[src/rtl/sr_guard_pkg.sv]
// Shared layout of the configuration word guarded by sr_write_guard.
// Assumes the field order below; neighbours decode the word by these positions.
package sr_guard_pkg;
    localparam int NLOCK    = 3;
    localparam int CFG_W    = 6;
    localparam int RSV_W    = 4;
    localparam int SRP_LSB  = 0;
    localparam int QE_POS   = SRP_LSB + 2;
    localparam int LOCK_LSB = QE_POS + 1;
    localparam int CFG_LSB  = LOCK_LSB + NLOCK;
    localparam int RSV_LSB  = CFG_LSB + CFG_W;
    localparam int WORD_W   = RSV_LSB + RSV_W;

    // Writable mask of the reserved slice: no position can be written.
    localparam logic [RSV_W-1:0] RSV_WRITABLE = '0;

    typedef struct packed {
        logic [RSV_W-1:0] rsv;
        logic [CFG_W-1:0] cfg;
        logic [NLOCK-1:0] lock;
        logic             qe;
        logic [1:0]       srp;
    } sr_t;

    typedef enum logic [1:0] {
        SRP_OPEN  = 2'b00,
        SRP_PIN   = 2'b01,
        SRP_POWER = 2'b10,
        SRP_OTP   = 2'b11
    } srp_e;
endpackage

[src/rtl/sr_guard_perm.sv]
// Permission table for status writes.
// Decides from the protect field, quad-enable and the pin whether a status
// write may proceed. Assumes wp_n is already synchronised.
module sr_guard_perm (
    input  logic [1:0] srp,
    input  logic       qe,
    input  logic       wp_n,
    output logic       allow
);
    import sr_guard_pkg::*;

    logic pin_high;

    // Pin level as seen by the guard; a data lane never protects.
    always_comb pin_high = qe | wp_n;

    // Table lookup on the protect field.
    always_comb begin
        unique case (srp_e'(srp))
            SRP_OPEN:  allow = 1'b1;
            SRP_PIN:   allow = pin_high;
            SRP_POWER: allow = 1'b0;
            default:   allow = 1'b0;
        endcase
    end
endmodule

[src/rtl/sr_guard_merge.sv]
// Builds the configuration word that an accepted status write leaves behind.
// Assumes the caller has already established that the write is permitted.
module sr_guard_merge (
    input  sr_guard_pkg::sr_t                    wr,
    input  logic [sr_guard_pkg::NLOCK-1:0]       cur_lock,
    input  logic                                 cur_qe,
    input  logic                                 qpi_mode,
    output sr_guard_pkg::sr_t                    nxt
);
    import sr_guard_pkg::*;

    // Field-wise merge: sticky locks, guarded quad-enable, masked reserved bits.
    always_comb begin
        nxt.srp  = wr.srp;
        nxt.cfg  = wr.cfg;
        nxt.lock = cur_lock | wr.lock;
        nxt.qe   = (qpi_mode && cur_qe) ? 1'b1 : wr.qe;
        nxt.rsv  = wr.rsv & RSV_WRITABLE;
    end
endmodule

[src/rtl/sr_guard_timer.sv]
// Busy interval generator standing in for non-volatile write time.
// Assumes T_SR and T_ARRAY are at least 1 and that start comes only while idle.
module sr_guard_timer #(
    parameter int T_SR    = 6,
    parameter int T_ARRAY = 12
) (
    input  logic clk,
    input  logic rst_n,
    input  logic start,
    input  logic long_sel,
    output logic busy
);
    localparam int MAXT  = (T_SR > T_ARRAY) ? T_SR : T_ARRAY;
    localparam int CNT_W = $clog2(MAXT + 1);
    localparam logic [CNT_W-1:0] LOAD_SR  = CNT_W'(T_SR - 1);
    localparam logic [CNT_W-1:0] LOAD_ARR = CNT_W'(T_ARRAY - 1);

    logic [CNT_W-1:0] cnt_q;
    logic             busy_q;

    // Load on start, count down to zero, then drop busy.
    always_ff @(posedge clk) begin
        if (!rst_n) begin
            busy_q <= 1'b0;
            cnt_q  <= '0;
        end else if (start) begin
            busy_q <= 1'b1;
            cnt_q  <= long_sel ? LOAD_ARR : LOAD_SR;
        end else if (busy_q) begin
            if (cnt_q == '0) busy_q <= 1'b0;
            else             cnt_q  <= cnt_q - 1'b1;
        end
    end

    assign busy = busy_q;
endmodule

[src/rtl/sr_write_guard.sv]
// Status register write guard.
// Keeps the configuration word, the write-enable latch and the busy flag, and
// accepts status writes only as the protect field and pin allow.
// Assumes one command strobe per cycle and that rst_n marks a power cycle.
module sr_write_guard #(
    parameter int T_SR    = 6,
    parameter int T_ARRAY = 12
) (
    input  logic                              clk,
    input  logic                              rst_n,
    input  logic [sr_guard_pkg::WORD_W-1:0]   nv_word,
    input  logic                              cmd_wren,
    input  logic                              cmd_wrdi,
    input  logic                              cmd_wrsr,
    input  logic                              cmd_prog,
    input  logic                              cmd_erase,
    input  logic                              cmd_sec_prog,
    input  logic                              cmd_sec_erase,
    input  logic [sr_guard_pkg::WORD_W-1:0]   wr_data,
    input  logic                              wp_n,
    input  logic                              qpi_mode,
    output logic                              wr_accept,
    output logic                              wel,
    output logic                              busy,
    output logic [sr_guard_pkg::WORD_W-1:0]   sr_word
);
    import sr_guard_pkg::*;

    sr_t  cur_q, wr_s, nxt_s, img_s, pup_s;
    logic wel_q, acc_q, allow, busy_s;
    logic any_array, take_sr, take_arr;

    assign wr_s  = sr_t'(wr_data);
    assign img_s = sr_t'(nv_word);

    // Power-up image: a power-scoped lock returns to open, reserved bits drop.
    always_comb begin
        pup_s     = img_s;
        pup_s.srp = (srp_e'(img_s.srp) == SRP_POWER) ? SRP_OPEN : img_s.srp;
        pup_s.rsv = img_s.rsv & RSV_WRITABLE;
    end

    sr_guard_perm u_perm (
        .srp   (cur_q.srp),
        .qe    (cur_q.qe),
        .wp_n  (wp_n),
        .allow (allow)
    );

    sr_guard_merge u_merge (
        .wr       (wr_s),
        .cur_lock (cur_q.lock),
        .cur_qe   (cur_q.qe),
        .qpi_mode (qpi_mode),
        .nxt      (nxt_s)
    );

    // Command admission: idle, latch set, and for status writes, permitted.
    always_comb begin
        any_array = cmd_prog | cmd_erase | cmd_sec_prog | cmd_sec_erase;
        take_sr   = !busy_s && wel_q && cmd_wrsr && allow;
        take_arr  = !busy_s && wel_q && !cmd_wrsr && any_array;
    end

    sr_guard_timer #(
        .T_SR    (T_SR),
        .T_ARRAY (T_ARRAY)
    ) u_timer (
        .clk      (clk),
        .rst_n    (rst_n),
        .start    (take_sr | take_arr),
        .long_sel (take_arr),
        .busy     (busy_s)
    );

    // Configuration word and accept pulse.
    always_ff @(posedge clk) begin
        if (!rst_n) begin
            cur_q <= pup_s;
            acc_q <= 1'b0;
        end else begin
            acc_q <= take_sr;
            if (take_sr) cur_q <= nxt_s;
        end
    end

    // Write-enable latch: cleared by accepted operations and write disable.
    always_ff @(posedge clk) begin
        if (!rst_n)                       wel_q <= 1'b0;
        else if (take_sr || take_arr)     wel_q <= 1'b0;
        else if (!busy_s && cmd_wrdi)     wel_q <= 1'b0;
        else if (!busy_s && cmd_wren)     wel_q <= 1'b1;
    end

    assign wr_accept = acc_q;
    assign wel       = wel_q;
    assign busy      = busy_s;
    assign sr_word   = cur_q;
endmodule

[config.mk]
export PLATFORM = sky130hd
export DESIGN_NAME = sr_write_guard
export DESIGN_NICKNAME = d
export VERILOG_FILES = /design/src/rtl/sr_guard_pkg.sv /design/src/rtl/sr_guard_perm.sv /design/src/rtl/sr_guard_merge.sv /design/src/rtl/sr_guard_timer.sv /design/src/rtl/sr_write_guard.sv
export SDC_FILE = /design/constraint.sdc
export NUM_CORES = 1
export LEC_CHECK = 0
export CAP_MARGIN = 20
export CORE_MARGIN = 1.5
export CORE_UTILIZATION = 36
export DETAILED_ROUTE_END_ITERATION = 10
export PLACE_DENSITY = 0.82
export SETUP_SLACK_MARGIN = 0.05
export SLEW_MARGIN = 20
export SYNTH_ARGS = -nofsm -noshare
export SYNTH_HDL_FRONTEND = slang
export SYNTH_SLANG_ARGS = --single-unit
[constraint.sdc]
create_clock -name clk -period 1.9 [get_ports clk]
set_clock_uncertainty 0.05 [all_clocks]
set_input_delay 0.38 -clock clk [delete_from_list [all_inputs] [get_ports clk]]
set_output_delay 0.38 -clock clk [all_outputs]
set_load 0.02 [all_outputs]
==> impl_metrics.tcl, run 1 <==
set metrics [dict create \
    status "completed" \
    cts_buffers 3 \
    grt_use_total_pct 16.8 \
    critPathBufInv 1 \
    crit_family "simple AND/OR/NAND/NOR gates" \
    p_total_uw 949 \
    instances_no_fill 171 \
    grt_pass1_vias 767 \
    coreArea_um2 2520 \
    synthMuxAreaShare_pct 8.14 \
    first_iter_violations 12 \
    layout_commonest_cell "clkdlybuf4s50_1" \
    via_per_inst 5.09 \
    vdd_ir_drop_max_mv 0.484 \
    antennaDiodeCount 0 \
    ys_ff_latch 19 \
    via_count 870 \
    grt_max_degree 16 \
    initial_core_util_pct 38.4 \
    cts_hold_repair.buffers 0 \
    relSlewSlack_pct 57.0 \
    path_clk_slew_ps 110 \
    avgRoutedWirePerCell_um 14.6 \
    nets 186 \
    synth-adder-area-share_pct 1.29 \
    synthSimpleGateAreaFrac_pct 17.7 \
    timing.fmax_mhz 577 \
    finalCritPeriodShare_pct 91.2 \
    cts_tree "done" \
    finalHoldViolations 0 \
    antenna_found_initial 0 \
    clk_latency_ps 310 \
    syn_area_um2 968 \
    ant_nets 0 \
    ys_seq_area_share_pct 51.7 \
    async_flop_share_pct 0 \
    grt_overflow 0 \
    yosys.area.top_type "edfxtp_1" \
    postSynthAreaPerCell_um2 11.1 \
    tightest_slew_ps 640 \
    die_x_um 54.9 \
    place_hpwl_mm 1.99 \
    cts_root_buf "clkbuf_4" \
    synth_xor_area_share_pct 0 \
    place_congestion 0.775 \
    whs_ps 534 \
    dr.pass1.iters 4 \
    cap_violations 0 \
    cp_max_fo 4 \
    slew_violations 0 \
    final_cell_mix "clkdlybuf4s50_1 (46), edfxtp_1 (12), nor2_1 (8), a21oi_1 (8)" \
    synth_top_cell_area_share_pct 37.2 \
    synth_edf_count 12 \
    cts_setup_buffers 0 \
    ys.flop_type "edfxtp_1" \
    rsz0062_at_grt "no" \
    area_growth_pct 59.6 \
    synth_compound_area_share_pct 14.1 \
    synthCells 87 \
    die_h_um 54.9 \
    min_period_ps 1730 \
    worstHoldPathType "flop to flop" \
    cellPowerDensity_nw_per_um2 614 \
    start_kind "flop" \
    yosysWarnings 0 \
    grt_pass1_wl_mm 3.39 \
    drive_gt1_share_pct 14.9 \
    io_buffers 49 \
    critPathMaxStageDelay_ps 480 \
    synth_cell_types 32 \
    synth_area_leaders "edfxtp_1 (37%), dfxtp_1 (14%), mux2_2 (8.1%)" \
    dpl.cell_count 167 \
    critPathArrivalTime_ps 1890 \
    drt_drc_violations_left 0 \
    path_cells "inv_1, ha_1, nor3b_1, nor3_1, o41a_1" \
    htreeDepth 1 \
    clock-sinks 19 \
    drt_wl_total_mm 2.50 \
    crit_slowest_cell "nor3b_1" \
    critPathCaptureType "flop" \
    synth_top_family_by_area "simple AND/OR/NAND/NOR gates" \
    critPathRequiredTime_ps 2060 \
    cts_max_path_buffers 2 \
    setup_viol 0 \
    boundaryPins 62 \
    fp.dieArea_um2 3010 \
    num_rows 18 \
    p_leak_uw 0.000605 \
    crit_type "flop to flop" \
]
## stage by stage
stage	util, %	instance area [um2]	TNS (ps)	worst slack [ps]
finish	61.3	1550	0	167
global route	61.3	1550	0	86.3
detailed placement	60.1	1520	-364	-157
CTS	61.1	1540	0	95.6
floorplan	-	980	0	217
global placement	60.1	1520	-16.7	-16.7
## where the power goes
part / leakage (uW) / internal, uW / switching [uW]
clock: 0.0000150 / 82.1 / 134
combinational: 0.000417 / 144 / 101
sequential: 0.000173 / 470 / 17.4
total: 0.000605 / 696 / 253
## final timing paths
path,from,endpoint,slack (ps),cells after the start
worst min register to register,wel$_SDFFE_PP0P_,wel$_SDFFE_PP0P_,530,2
worst max register to register,u_timer.cnt_q[0]$_SDFFE_PN0P_,u_timer.cnt_q[0]$_SDFFE_PN0P_,170,5
worst max-delay path,u_timer.cnt_q[0]$_SDFFE_PN0P_,u_timer.cnt_q[0]$_SDFFE_PN0P_,170,5
worst min-delay path,wel$_SDFFE_PP0P_,wel$_SDFFE_PP0P_,530,2
## cell usage after synthesis (2+ instances only)
cell      number
a21boi_0       2
a21oi_1        8
buf_4          5
clkbuf_1       2
dfxtp_1        7
edfxtp_1      12
inv_1          4
mux2_2         7
nand2_1        4
nand2b_1       2
nor2_1         8
nor3_1         3
nor4_1         2
o21ai_0        2
o31a_1         2
## layout make-up
type | instances | area, um2
Inverter | 4 | 15.0
Timing Repair Buffer | 55 | 552
Sequential cell | 19 | 500
Tap cell | 30 | 37.5
Fill cell | 225 | 977
Clock buffer | 4 | 26.3
Multi-Input combinational cell | 59 | 414
## cell families after synthesis
group / count (synthesis)
and+or+nand+nor: 27
buffers and inverters: 12
other: 1
AOI/OAI and AO/OA: 20
adders and majority gates: 1
DFF: 19
muxes: 7
## worst reg2reg max path, delay by kind of cell (launching register included)
| family | cells | cell delay, ps |
|---|---|---|
| flip-flops | 1 | 350 |
| adder cells (fa/ha/maj) | 1 | 210 |
| AND/OR/NAND/NOR | 2 | 580 |
| buffers and inverters | 1 | 80 |
| AO/OA/AOI/OAI | 1 | 370 |
## flip-flops by register name, indices dropped and copies added, names as in the netlist
name and count:
sr_word 12, u_timer.busy 1, u_timer.cnt_q 4, wel 1, wr_accept 1
## routing by layer
layer | GRT usage [%] | vias up | share of wire [%]
met5 | 0 | - | 0
met4 | 8.75 | 0 | 2.2
met3 | 3.28 | 5 | 4.1
met2 | 28.0 | 27 | 54
met1 | 20.2 | 414 | 40
li1 | - | 424 | -
## what timing repair did
item | in CTS | in global routing
gates resized for setup | 1 | 2
setup endpoints to repair | 1 | 2
gates cloned | 0 | 0
Note: power is estimated with default switching activity, not from simulation.
==> inputs of run 2 (changes only) <==
Settings changed: GPL_TIMING_DRIVEN from default to 0.
==> run 2 against run 1 <==
- cell area is 0.57% lower
- die area stayed put
- setup slack worse by 41 ps
- clock power is 2% lower
- sequential cell count stayed put
- non-clock buffer count is 1 higher
- combinational power is 2% lower
- wire length is 5.9% lower
- global-route usage is 2.8 points lower
- critical endpoint is now sr_word[1]
- largest cell class unchanged
- largest power group unchanged
==> impl_metrics.tcl, run 2 (synthesized netlist as in run 1, its figures left out) <==
set metrics [dict create \
    status "completed" \
    avgRoutedWirePerCell_um 13.7 \
    drt_wl_total_mm 2.35 \
    cts_hold_repair.buffers 0 \
    cap_violations 0 \
    crit_type "flop to output pin" \
    clock-sinks 19 \
    rsz0062_at_grt "no" \
    cp_max_fo 2 \
    reg2reg_slack_ps 260 \
    grt_pass1_vias 711 \
    multi_input_area_um2 417 \
    io_buffers 48 \
    cts_root_buf "clkbuf_4" \
    antenna_found_initial 0 \
    clk_latency_ps 310 \
    critPathRequiredTime_ps 1470 \
    cts_buffers 3 \
    boundaryPins 62 \
    fill_cells 207 \
    slew_violations 0 \
    setup_ws_ps 126 \
    r2r-start "u_timer.cnt_q[0]$_SDFFE_PN0P_" \
    finalSetupTns_ps 0 \
    final_cell_mix "clkdlybuf4s50_1 (45), edfxtp_1 (12), nor2_1 (8), a21oi_1 (8), mux2_2 (7)" \
    dpl_cell_area_um2 1500 \
    cp-startpoint "sr_word[1]$_DFFE_PP_" \
    critPathMaxStageDelay_ps 620 \
    grt_overflow 0 \
    cp_num_cells 1 \
    layout_commonest_cell "clkdlybuf4s50_1" \
    grt_max_degree 13 \
    min_period_ps 1770 \
    cts_tree "done" \
    num_rows 18 \
    htreeDepth 1 \
    whs_ps 447 \
    place_congestion 0.743 \
    place_hpwl_mm 1.89 \
    cellPowerDensity_nw_per_um2 611 \
    nets 187 \
    coreArea_um2 2520 \
    critPathArrivalTime_ps 1340 \
    critPathBufInv 1 \
    p_leak_uw 0.000614 \
    crit_slowest_cell "clkdlybuf4s50_1" \
    ant_nets 0 \
    rr_endpoint "u_timer.cnt_q[0]$_SDFFE_PN0P_" \
    path_cells "clkdlybuf4s50_1" \
    first_iter_violations 5 \
    area_growth_pct 58.7 \
    cp-endpoint "sr_word[1]" \
    via_per_inst 4.98 \
    grt_use_total_pct 14.0 \
    worstRegToRegCells 5 \
    path_clk_slew_ps 110 \
    tightest_slew_ps 606 \
    setup_viol 0 \
    die_h_um 54.9 \
    cts_setup_buffers 0 \
    timing.fmax_mhz 564 \
    antennaDiodeCount 0 \
    crit_family "buffers and inverters" \
    dr.pass1.iters 4 \
    finalCritPeriodShare_pct 93.4 \
    start_kind "flop" \
    final_area_um2 1540 \
    post-place-ws_ps -271 \
    cts_max_path_buffers 2 \
    vdd_ir_drop_max_mv 0.609 \
    register_area_um2 502 \
    largest_reg_flops 12 \
    via_count 857 \
    drt_drc_violations_left 0 \
    grt_pass1_wl_mm 2.99 \
    fp.dieArea_um2 3010 \
    finalHoldViolations 0 \
    critPathCaptureType "output pin" \
    worstHoldPathType "primary input to flop" \
    initial_core_util_pct 38.4 \
    drive_gt1_share_pct 16.9 \
    relSlewSlack_pct 59.3 \
    die_x_um 54.9 \
]
-- run 2: metal layers --
| layer | global-route usage, % | share of wire (%) | vias to the layer above |
|---|---|---|---|
| li1 | - | - | 424 |
| met1 | 16.4 | 40 | 402 |
| met2 | 24.6 | 54 | 29 |
| met3 | 4.92 | 5.8 | 2 |
| met4 | 2.50 | 0.34 | 0 |
| met5 | 0 | 0 | - |
-- run 2: cell type report --
cell class,count,area share (%)
tap,30,2.44
sequential,19,32.7
clock buffer,3,1.47
timing repair buffer,48,31.8
buffer,8,3.26
clock inverter,1,0.326
multi-input combinational,59,27.1
inverter,4,0.977
-- run 2: how the worst min path moves through the flow --
stage                          start                   end  slack, ps  depth (start not counted)
floorplan                 wr_data[1]  sr_word[1]$_DFFE_PP_        520                          2
finish                         rst_n  sr_word[6]$_DFFE_PP_        450                          2
global route                   rst_n  sr_word[0]$_DFFE_PP_        450                          2
CTS                            rst_n  sr_word[6]$_DFFE_PP_        450                          2
global placement    wel$_SDFFE_PP0P_      wel$_SDFFE_PP0P_        500                          2
detailed placement  wel$_SDFFE_PP0P_      wel$_SDFFE_PP0P_        510                          2
-- run 2: metrics by stage --
| step | power (uW) | utilization [%] | std cells |
|---|---|---|---|
| 4_1_cts | 942 | 60.5 | 172 |
| 6_report | 938 | 60.9 | 172 |
| 3_3_place_gp | 729 | 59.4 | 168 |
| 5_1_grt | 978 | 60.9 | 172 |
| 2_1_floorplan | 611 | - | 90 |
| 3_5_place_dp | 737 | 59.4 | 168 |
-- run 2: where the power goes --
part | internal, uW | switching, uW | total (uW)
clock network | 78.7 | 133 | 211
registers | 470 | 18.3 | 488
logic | 141 | 98.0 | 239
-- run 2: timing repair --
action	4_1_cts	5_1_grt
hold endpoints to repair	0	0
gates resized for setup	1	4
endpoints found under the setup margin	1	15
==> inputs of run 3 (changes only) <==
Settings changed: CORE_ASPECT_RATIO from default to 0.5.
==> run 3 against run 2 <==
- power is 7.6% higher
- count of clock-buffer cells in the layout unchanged
- worst hold slack gained 64 ps
- critical path type unchanged
- first-iteration DRC count grew to 8.2 times the previous value
- wire length fell by 6.3%
- cell area rose by 1.3%
- fmax is 0.82% lower
- setup slack lost 15 ps
==> impl_metrics.tcl, run 3 (synthesized netlist as in run 1, its figures left out) <==
set metrics [dict create \
    grt_use_total_pct 15.1 \
    p_leak_uw 0.000580 \
    grt_pass1_vias 743 \
    crit_family "buffers and inverters" \
    cts_hold_repair.buffers 0 \
    cts_setup_buffers 0 \
    setup_viol 0 \
    place_congestion 0.811 \
    largest_reg_flops 12 \
    fp.dieArea_um2 3030 \
    clk_latency_ps 250 \
    hold_end "sr_word[0]$_DFFE_PP_" \
    drt_wl_total_mm 2.20 \
    cts_max_path_buffers 2 \
    crit_type "flop to output pin" \
    dr.pass1.iters 4 \
    num_rows 13 \
    initial_core_util_pct 37.7 \
    coreArea_um2 2570 \
    layout_commonest_cell "clkdlybuf4s50_1" \
    status "completed" \
    die_h_um 39.7 \
    critPathRequiredTime_ps 1470 \
    hold_start "rst_n" \
    wl_met3_um 94 \
    highest_layer "met4" \
    grt_max_degree 13 \
    finalSetupTns_ps 0 \
    wl_met2_mm 1.06 \
    nets 187 \
    cts_buffers 3 \
    slew_violations 0 \
    worstHoldPathType "primary input to flop" \
    path_clk_slew_ps 70 \
    cts_tree "done" \
    drive_gt1_share_pct 16.9 \
    reg2reg_slack_ps 250 \
    start_kind "flop" \
    crit_slowest_cell "clkdlybuf4s50_1" \
    via_count 844 \
    drt_drc_violations_left 0 \
    path_cells "clkdlybuf4s50_1" \
    tightest_slew_ps 601 \
    min_period_ps 1790 \
    worstRegToRegCells 5 \
    register_area_um2 502 \
    postLayoutCoreUtil_pct 60.6 \
    area_growth_pct 60.7 \
    rr_endpoint "u_timer.cnt_q[0]$_SDFFE_PN0P_" \
    grt_pass1_wl_mm 3.35 \
    cellPowerDensity_nw_per_um2 649 \
    critPathArrivalTime_ps 1360 \
    vdd_ir_drop_max_mv 0.359 \
    antenna_found_initial 0 \
    relSlewSlack_pct 59.6 \
    r2r-start "u_timer.cnt_q[0]$_SDFFE_PN0P_" \
    critPathBufInv 1 \
    cp_max_fo 10 \
    cap_violations 0 \
    avgRoutedWirePerCell_um 12.3 \
    critPathMaxStageDelay_ps 650 \
    via_per_inst 4.72 \
    die_x_um 76.4 \
    finalCritPeriodShare_pct 94.1 \
    hold_depth 2 \
    cts_root_buf "clkbuf_8" \
    multi_input_area_um2 417 \
    grt_overflow 0 \
    io_buffers 48 \
    place_hpwl_mm 1.72 \
    boundaryPins 62 \
    ant_nets 0 \
    clock-sinks 19 \
    critPathCaptureType "output pin" \
    timing.fmax_mhz 559 \
    rsz0062_at_grt "no" \
    first_iter_violations 41 \
    htreeDepth 1 \
    finalHoldViolations 0 \
    drt-met1-wl_mm 1.02 \
    antennaDiodeCount 0 \
    final_cell_mix "clkdlybuf4s50_1 (48), edfxtp_1 (12), nor2_1 (8), a21oi_1 (8), mux2_2 (7)" \
    fill_cells 239 \
]
==> run 3: layout make-up <==
cell class	count	share of cell area, %
sequential	19	32.2
multi-input combinational	59	26.8
timing repair buffer	48	30.9
buffer	8	3.22
tap	37	2.97
clock buffer	3	2.65
clock inverter	1	0.322
inverter	4	0.965
==> run 3: report_power, final <==
| part | total (uW) | switching (uW) | leakage [uW] | internal (uW) |
|---|---|---|---|---|
| clock network | 281 | 135 | 0.0000255 | 146 |
| registers | 488 | 18.0 | 0.000173 | 470 |
| logic | 240 | 98.5 | 0.000381 | 142 |
| total | 1010 | 252 | 0.000580 | 758 |
==> run 3: through the flow <==
| step | hold WS (ps) | std cells | setup WS, ps | instance area (um2) | power [uW] |
|---|---|---|---|---|---|
| 6_report | 511 | 179 | 111 | 1560 | 1010 |
| 3_5_place_dp | 521 | 175 | -284 | 1510 | 737 |
| 2_1_floorplan | 521 | 90 | 217 | 980 | 611 |
| 4_1_cts | 511 | 179 | 116 | 1560 | 1020 |
| 3_3_place_gp | 509 | 175 | -231 | 1510 | 731 |
| 5_1_grt | 516 | 179 | 74.7 | 1560 | 1050 |
==> run 3: what timing repair did <==
action / in CTS / in global routing
endpoints found under the setup margin: 13 / 0
gates resized for setup: 2 / 0
endpoints found under the hold margin: 0 / 0
==> run 3: worst max-delay path by stage <==
| stage | cells past startpoint | start | to | slack, ps |
|---|---|---|---|---|
| finish | 1 | u_timer.busy$_SDFF_PN0_ | busy | 110 |
| global route | 2 | sr_word[2]$_DFFE_PP_ | sr_word[2] | 70 |
| CTS | 2 | sr_word[2]$_DFFE_PP_ | sr_word[2] | 120 |
| detailed placement | 4 | cmd_wrsr | sr_word[10]$_DFFE_PP_ | -280 |
| global placement | 4 | cmd_wrsr | sr_word[9]$_DFFE_PP_ | -230 |
| floorplan | 3 | sr_word[1]$_DFFE_PP_ | sr_word[0]$_DFFE_PP_ | 220 |
==> run 3: metal layers <==
layer,global-route usage [%],vias to the layer above
met5,0,-
met3,3.95,2
met4,5.56,0
met2,26.8,27
li1,-,423
met1,18.4,392
